<file path="src/rtl/tsb_pkg.sv">
// Package: shared defaults for the store buffer.
// Assumes DEPTH is a power of two so slot pointers wrap naturally.
package tsb_pkg;
    parameter int unsigned TSB_AW    = 8;
    parameter int unsigned TSB_DW    = 32;
    parameter int unsigned TSB_DEPTH = 8;
endpackage

</file>
<file path="src/rtl/tsb_queue.sv">
// Module: circular store queue holding address/data pairs in arrival order.
// Assumes push is never asserted when full and pop never when empty.
module tsb_queue #(
    parameter int unsigned AW    = 8,
    parameter int unsigned DW    = 32,
    parameter int unsigned DEPTH = 8,
    localparam int unsigned PW   = $clog2(DEPTH),
    localparam int unsigned CW   = PW + 1
) (
    input  logic          clk,
    input  logic          rst_n,
    input  logic          push,
    input  logic [AW-1:0] push_addr,
    input  logic [DW-1:0] push_data,
    input  logic          pop,
    output logic [AW-1:0] head_addr,
    output logic [DW-1:0] head_data,
    output logic [PW-1:0] head_ptr,
    output logic [CW-1:0] count,
    output logic          full,
    output logic          empty,
    output logic [AW-1:0] slot_addr [DEPTH],
    output logic [DW-1:0] slot_data [DEPTH]
);
    logic [PW-1:0] tail_ptr;

    // Pointer and occupancy update.
    always_ff @(posedge clk) begin
        if (!rst_n) begin
            head_ptr <= '0;
            tail_ptr <= '0;
            count    <= '0;
        end else begin
            if (push) tail_ptr <= tail_ptr + 1'b1;
            if (pop)  head_ptr <= head_ptr + 1'b1;
            count <= count + CW'(push) - CW'(pop);
        end
    end

    // Slot storage written at the tail.
    always_ff @(posedge clk) begin
        if (push) begin
            slot_addr[tail_ptr] <= push_addr;
            slot_data[tail_ptr] <= push_data;
        end
    end

    // Status and head view.
    always_comb begin
        full      = (count == CW'(DEPTH));
        empty     = (count == '0);
        head_addr = slot_addr[head_ptr];
        head_data = slot_data[head_ptr];
    end
endmodule

</file>
<file path="src/rtl/tsb_fwd.sv">
// Module: associative search returning the youngest queued entry matching an address.
// Assumes slot ages are counted from head_ptr and only the first count slots hold data.
module tsb_fwd #(
    parameter int unsigned AW    = 8,
    parameter int unsigned DW    = 32,
    parameter int unsigned DEPTH = 8,
    localparam int unsigned PW   = $clog2(DEPTH),
    localparam int unsigned CW   = PW + 1
) (
    input  logic [AW-1:0] slot_addr [DEPTH],
    input  logic [DW-1:0] slot_data [DEPTH],
    input  logic [PW-1:0] head_ptr,
    input  logic [CW-1:0] count,
    input  logic [AW-1:0] look_addr,
    output logic          hit,
    output logic [DW-1:0] hit_data
);
    logic [DEPTH-1:0] match_by_age;

    // Per-age match flags; age 0 is the oldest entry.
    for (genvar k = 0; k < DEPTH; k++) begin : g_age
        logic [PW-1:0] slot;
        assign slot            = head_ptr + PW'(k);
        assign match_by_age[k] = (CW'(k) < count) && (slot_addr[slot] == look_addr);
    end

    // Priority pick: later (younger) ages overwrite earlier ones.
    always_comb begin
        hit      = 1'b0;
        hit_data = '0;
        for (int k = 0; k < DEPTH; k++) begin
            if (match_by_age[k]) begin
                hit      = 1'b1;
                hit_data = slot_data[head_ptr + PW'(k)];
            end
        end
    end
endmodule

</file>
<file path="src/rtl/tsb_fence.sv">
// Module: fence tracker holding loads until the store queue has drained.
// Assumes empty reflects the queue at the start of the cycle.
module tsb_fence (
    input  logic clk,
    input  logic rst_n,
    input  logic fence_req,
    input  logic queue_empty,
    input  logic enq,
    output logic active,
    output logic done,
    output logic pend
);
    // Fence is live from the request cycle until completion.
    always_comb begin
        active = fence_req | pend;
        done   = active & queue_empty & ~enq;
    end

    // Remember an unfinished fence across cycles.
    always_ff @(posedge clk) begin
        if (!rst_n) pend <= 1'b0;
        else        pend <= active & ~done;
    end
endmodule

</file>
<file path="src/rtl/tso_store_buf.sv">
// Module: per-core total-store-order store buffer with forwarding and fence.
// Assumes the memory read port answers in the cycle it raises mrd_ready.
module tso_store_buf
    import tsb_pkg::*;
#(
    parameter int unsigned AW    = TSB_AW,
    parameter int unsigned DW    = TSB_DW,
    parameter int unsigned DEPTH = TSB_DEPTH,
    localparam int unsigned PW   = $clog2(DEPTH),
    localparam int unsigned CW   = PW + 1
) (
    input  logic          clk,
    input  logic          rst_n,
    input  logic          st_valid,
    input  logic [AW-1:0] st_addr,
    input  logic [DW-1:0] st_data,
    output logic          st_ready,
    input  logic          ld_valid,
    input  logic [AW-1:0] ld_addr,
    output logic          ld_ready,
    output logic          ld_fwd,
    output logic [DW-1:0] ld_data,
    input  logic          fence_req,
    output logic          fence_done,
    output logic          mw_valid,
    output logic [AW-1:0] mw_addr,
    output logic [DW-1:0] mw_data,
    input  logic          mw_ready,
    output logic          mrd_valid,
    output logic [AW-1:0] mrd_addr,
    input  logic          mrd_ready,
    input  logic [DW-1:0] mrd_rdata
);
    logic          st_fire, pop, full, empty;
    logic [PW-1:0] head_ptr;
    logic [CW-1:0] count;
    logic [AW-1:0] slot_addr [DEPTH];
    logic [DW-1:0] slot_data [DEPTH];
    logic          hit, fence_active, fence_pend, ld_block;
    logic [DW-1:0] hit_data;

    tsb_queue #(.AW(AW), .DW(DW), .DEPTH(DEPTH)) u_queue (
        .clk(clk), .rst_n(rst_n),
        .push(st_fire), .push_addr(st_addr), .push_data(st_data),
        .pop(pop), .head_addr(mw_addr), .head_data(mw_data),
        .head_ptr(head_ptr), .count(count), .full(full), .empty(empty),
        .slot_addr(slot_addr), .slot_data(slot_data)
    );

    tsb_fwd #(.AW(AW), .DW(DW), .DEPTH(DEPTH)) u_fwd (
        .slot_addr(slot_addr), .slot_data(slot_data),
        .head_ptr(head_ptr), .count(count), .look_addr(ld_addr),
        .hit(hit), .hit_data(hit_data)
    );

    tsb_fence u_fence (
        .clk(clk), .rst_n(rst_n), .fence_req(fence_req),
        .queue_empty(empty), .enq(st_fire),
        .active(fence_active), .done(fence_done), .pend(fence_pend)
    );

    // Store side: accept when a slot is free.
    always_comb begin
        st_ready = ~full;
        st_fire  = st_valid & st_ready;
    end

    // Drain side: head goes out, popped on acceptance.
    always_comb begin
        mw_valid = ~empty;
        pop      = mw_valid & mw_ready;
    end

    // Load side: forward on hit, otherwise go to memory unless fenced.
    always_comb begin
        ld_block  = fence_active & ~fence_done;
        mrd_valid = ld_valid & ~ld_block & ~hit;
        mrd_addr  = ld_addr;
        ld_ready  = ld_valid & ~ld_block & (hit | mrd_ready);
        ld_fwd    = hit;
        ld_data   = hit ? hit_data : mrd_rdata;
    end
endmodule

</file>
<file path="config.mk">
export PLATFORM = sky130hd
export DESIGN_NAME = tso_store_buf
export DESIGN_NICKNAME = d
export VERILOG_FILES = /design/src/rtl/tsb_pkg.sv /design/src/rtl/tsb_queue.sv /design/src/rtl/tsb_fwd.sv /design/src/rtl/tsb_fence.sv /design/src/rtl/tso_store_buf.sv
export SDC_FILE = /design/constraint.sdc
export NUM_CORES = 1
export LEC_CHECK = 0
export BUFFER_PORTS_ARGS = -buffer_cell sky130_fd_sc_hd__buf_2
export CAP_MARGIN = 20
export CORE_ASPECT_RATIO = 0.7
export CORE_UTILIZATION = 45
export CTS_CLUSTER_SIZE = 12
export DETAILED_ROUTE_END_ITERATION = 10
export GPL_ROUTABILITY_DRIVEN = 0
export HOLD_SLACK_MARGIN = 0.06
export PLACE_DENSITY = 0.72
export SLEW_MARGIN = 10
export SYNTH_ARGS = -nofsm -noshare
export SYNTH_HDL_FRONTEND = slang
export SYNTH_SLANG_ARGS = --single-unit
</file>
<file path="constraint.sdc">
create_clock -name clk -period 10.81 [get_ports clk]
set_clock_uncertainty 0.1 [all_clocks]
set_input_delay 2.162 -clock clk [delete_from_list [all_inputs] [get_ports clk]]
set_output_delay 2.162 -clock clk [all_outputs]
set_load 0.01 [all_outputs]
</file>
==> key figures <==
Status
  • Outcome: finished clean

Synth
  • Largest cells by area after synthesis: edfxtp_1 38%, mux4_2 30%, mux2i_1 5.9%
  • Register area share after synthesis: 38.9%
  • Post-synth EDFFs: between 300 and 400
  • Area fraction of the dominant cell type after synthesis: 38.1%
  • Yosys reg bits: 331
  • Syn Nets: between 1500 and 2000
  • Syn Area/Cell: 13.3 sq um
  • Synthesized area: approximately 25000 sq um
  • Synth warnings: 0
  • Post-Synthesis Cells: approximately 1900
  • Cell taking the most area after synthesis: edfxtp_1
  • Synth cell types: just over 60
  • Predominant post-synthesis flop cell: edfxtp_1
  • Ys async rst share: 0%

Pwr
  • Seq pwr share: 25.3%
  • PD cells: 232 nW/um^2
  • LEAKAGE: 9.22 nW
  • Peak VDD IR: around 160 uV
  • Clk network pwr share: 19.0%
  • Switch share: 39.5%
  • Power Internal: 3.87 mW
  • Logic pwr share: approximately 56%
  • Psw: 2.53 mW

Setup path
  • Setup crit start: u_queue.head_ptr[0]$_SDFFE_PN0P_
  • Crit path capture type: output pin
  • Crit path DAT: 6.41 ns
  • Worst r2r src: u_queue.head_ptr[0]$_SDFFE_PN0P_
  • Worst Reg-to-Reg Cells: 5
  • CP endpoint: ld_data[10]
  • Critical path required time: 8.55 ns
  • FF-to-FF End: u_queue.head_ptr[1]$_SDFFE_PN0P_
  • Max FO, Critical Path: 66
  • Crit Path Category: flip-flop to output pin
  • Setup slack, reg-to-reg: between 7 and 8 ns
  • Worst setup SP type: flip-flop

Placement
  • Worst slack at placement: 2.91 ns
  • Placed cell area: 26500 sq um
  • Dpl hpwl: 47000 um
  • PortBufs: approximately 170

Finish
  • Fin nets: 2063
  • Commonest non-fill, non-tap cell in the layout: mux4_2
  • Fill cells: 4643
  • Area grow syn2layout: 9.53%
  • Commonest non-fill, non-tap cells in the layout: 334 x mux4_2, 320 x edfxtp_1, 289 x nand2_1, 172 x buf_2, 150 x mux2i_1
  • Reg area: 9840 sq um
  • Share of cells above drive strength 1: 33.9%
  • Final Cell Area: 27700 sq um
  • Area of the multi-input gates: ~14000 sq um

Routing
  • Total number of vias: 19400
  • Vias per cell: 7.08
  • DR WL/cell: 28.5 um
  • DRT antenna net count: 0
  • Drt pass-1 iters: 5
  • Post-Route WL: 78100 um
  • Starting DRC count in detailed routing: around 2800
  • Drt drc: 0

Timing
  • Period utilisation layout: 80.2%
  • TNS Setup: 0 ns
  • Worst-margin pin slew: 1.18 ns
  • Hold Slack: 0.434 ns
  • Final setup margin: roughly 2.1 ns
  • Unrepaired setup endpoints after global routing: no
  • Relative slew slack: 21.5%
  • Slew Limit Fails: 0
  • Post-route minimum period: 8.67 ns
  • Highest clock rate: roughly 120 MHz
  • Final Hold Vio Count: 0
  • Final setup vio count: 0

Floorplan
  • Row count: ~70
  • Die Area: 57100 sq um
  • IO Pins: between 150 and 200
  • Initial Utilization: between 40% and 50%
  • Die width: between 200 and 300 um
  • Die height: 200 um
  • Core ar.: 55300 sq um

Global route
  • Pin count of the biggest net entering global routing: 74
  • GR Overflow Total: 0
  • Vias in the first global route: approximately 19000
  • First-pass GRT wire length: between 100000 and 150000 um
  • GRT Total Usage: 26.8%
  • Initial antenna violation count: 11

Worst hold path
  • Worst Hold Class: flip-flop to flip-flop
  • Min-delay src: u_fence.pend$_SDFF_PN0_

Run
  • Max capacitance violation total: 0

CTS
  • CTS Hold Bufs: 0
  • CTS root buf: clkbuf_16
  • CTS tree: built
  • Post_cts resized: 0
  • TritonCTS buffer count: 37
  • Clock Tree Buf Depth: 3
  • Post-CTS Setup Bufs: 0
  • CTS Sinks: between 300 and 400
  • Clock transition at path regs: roughly 0.06 ns
  • H-Tree Level Count: 2
  • Clk Latency, worst-skew pair: 0.54 ns
-- worst max-delay path, stage by stage, from the launching register on --
cell	delay, ns
dfxtp_4	0.87
inv_2	0.27
ha_4	0.92
mux4_2	0.46
mux2i_1	0.20
xnor2_1	0.14
nor4_1	0.53
nand3_2	0.11
buf_4	0.41
nand4_2	0.22
buf_4	0.52
nor4_4	0.12
buf_4	0.31
nand2_1	0.23
nand4_1	0.26
buf_2	0.23
-- worst min path at each step --
| stage | endpoint | slack, ns | cells past startpoint |
|---|---|---|---|
| 5_1_grt | u_fence.pend$_SDFF_PN0_ | 0.45 | 2 |
| 3_3_place_gp | u_fence.pend$_SDFF_PN0_ | 0.42 | 2 |
| 6_report | u_fence.pend$_SDFF_PN0_ | 0.43 | 2 |
| 4_1_cts | u_fence.pend$_SDFF_PN0_ | 0.44 | 2 |
| 3_5_place_dp | u_fence.pend$_SDFF_PN0_ | 0.42 | 2 |
| 2_1_floorplan | u_fence.pend$_SDFF_PN0_ | 0.40 | 2 |
-- sequential cells by signal, indices dropped and copies added (netlist names) --
register           flops
u_queue.slot_addr     64
u_queue.head_ptr       3
u_queue.slot_data    256
u_queue.count          4
u_fence.pend           1
u_queue.tail_ptr       3
-- final cells by class --
class / count / area share, %
clock buffers: 48 / 3.57
inverters: 18 / 0.244
flip-flops and latches: 331 / 35.6
well taps: 740 / 3.35
diodes: 7 / 0.0633
clock inverters: 15 / 0.498
multi-input cells: 1363 / 52.4
repair buffers: 214 / 4.25
-- per-stage QoR --
step / power (mW) / util [%] / std cells
floorplan: 4.43 / - / 1899
global placement: 5.07 / 47.9 / 2666
detailed placement: 5.16 / 47.9 / 2666
CTS: 6.39 / 50.0 / 2729
global route: 6.73 / 50.0 / 2734
finish: 6.40 / 50.0 / 2736
-- Yosys cell counts, types with 4 or more instances --
cell type / n
ha_1: 10
nor3_1: 9
a21oi_1: 18
o221ai_1: 4
mux4_2: 334
nand3_1: 8
xor2_1: 32
mux2_2: 41
inv_1: 14
xnor2_1: 55
nand4_1: 39
o211ai_1: 33
nand2_1: 289
mux2i_1: 150
buf_1: 11
buf_2: 74
or3_1: 25
o22ai_1: 66
a221oi_1: 24
dfxtp_1: 11
a211o_1: 7
clkbuf_1: 62
buf_4: 24
o311ai_0: 32
buf_6: 13
nor2_1: 115
edfxtp_1: 320
o21ai_1: 21
o21ai_0: 12
-- routing by layer --
metal | vias up | track usage [%] | share of wire [%]
li1 | 7841 | - | -
met1 | 9635 | 36.4 | 36
met2 | 1622 | 41.3 | 45
met3 | 280 | 7.52 | 15
met4 | 4 | 9.95 | 3.7
met5 | - | 0 | 0.035
-- power groups by stage --
stage               registers [mW]  clock network (mW)  logic [mW]
finish                        1.62                1.22        3.57
global route                  1.63                1.29        3.82
CTS                           1.62                1.24        3.54
detailed placement            1.64                   0        3.51
global placement              1.63                   0        3.44
floorplan                     1.57                   0        2.85
-- logic make-up after synthesis --
| kind of cell | count (synthesis) | share of synthesized area, % |
|---|---|---|
| AOI/OAI and AO/OA | 229 | 6.52 |
| xor gates and xnor gates | 90 | 3.30 |
| adders and majority gates | 11 | 0.575 |
| buffers and inverters | 205 | 4.28 |
| DFF | 331 | 38.9 |
| muxes | 525 | 37.6 |
| and+or+nand+nor | 508 | 8.82 |
Power figures use the tool's default switching activity.
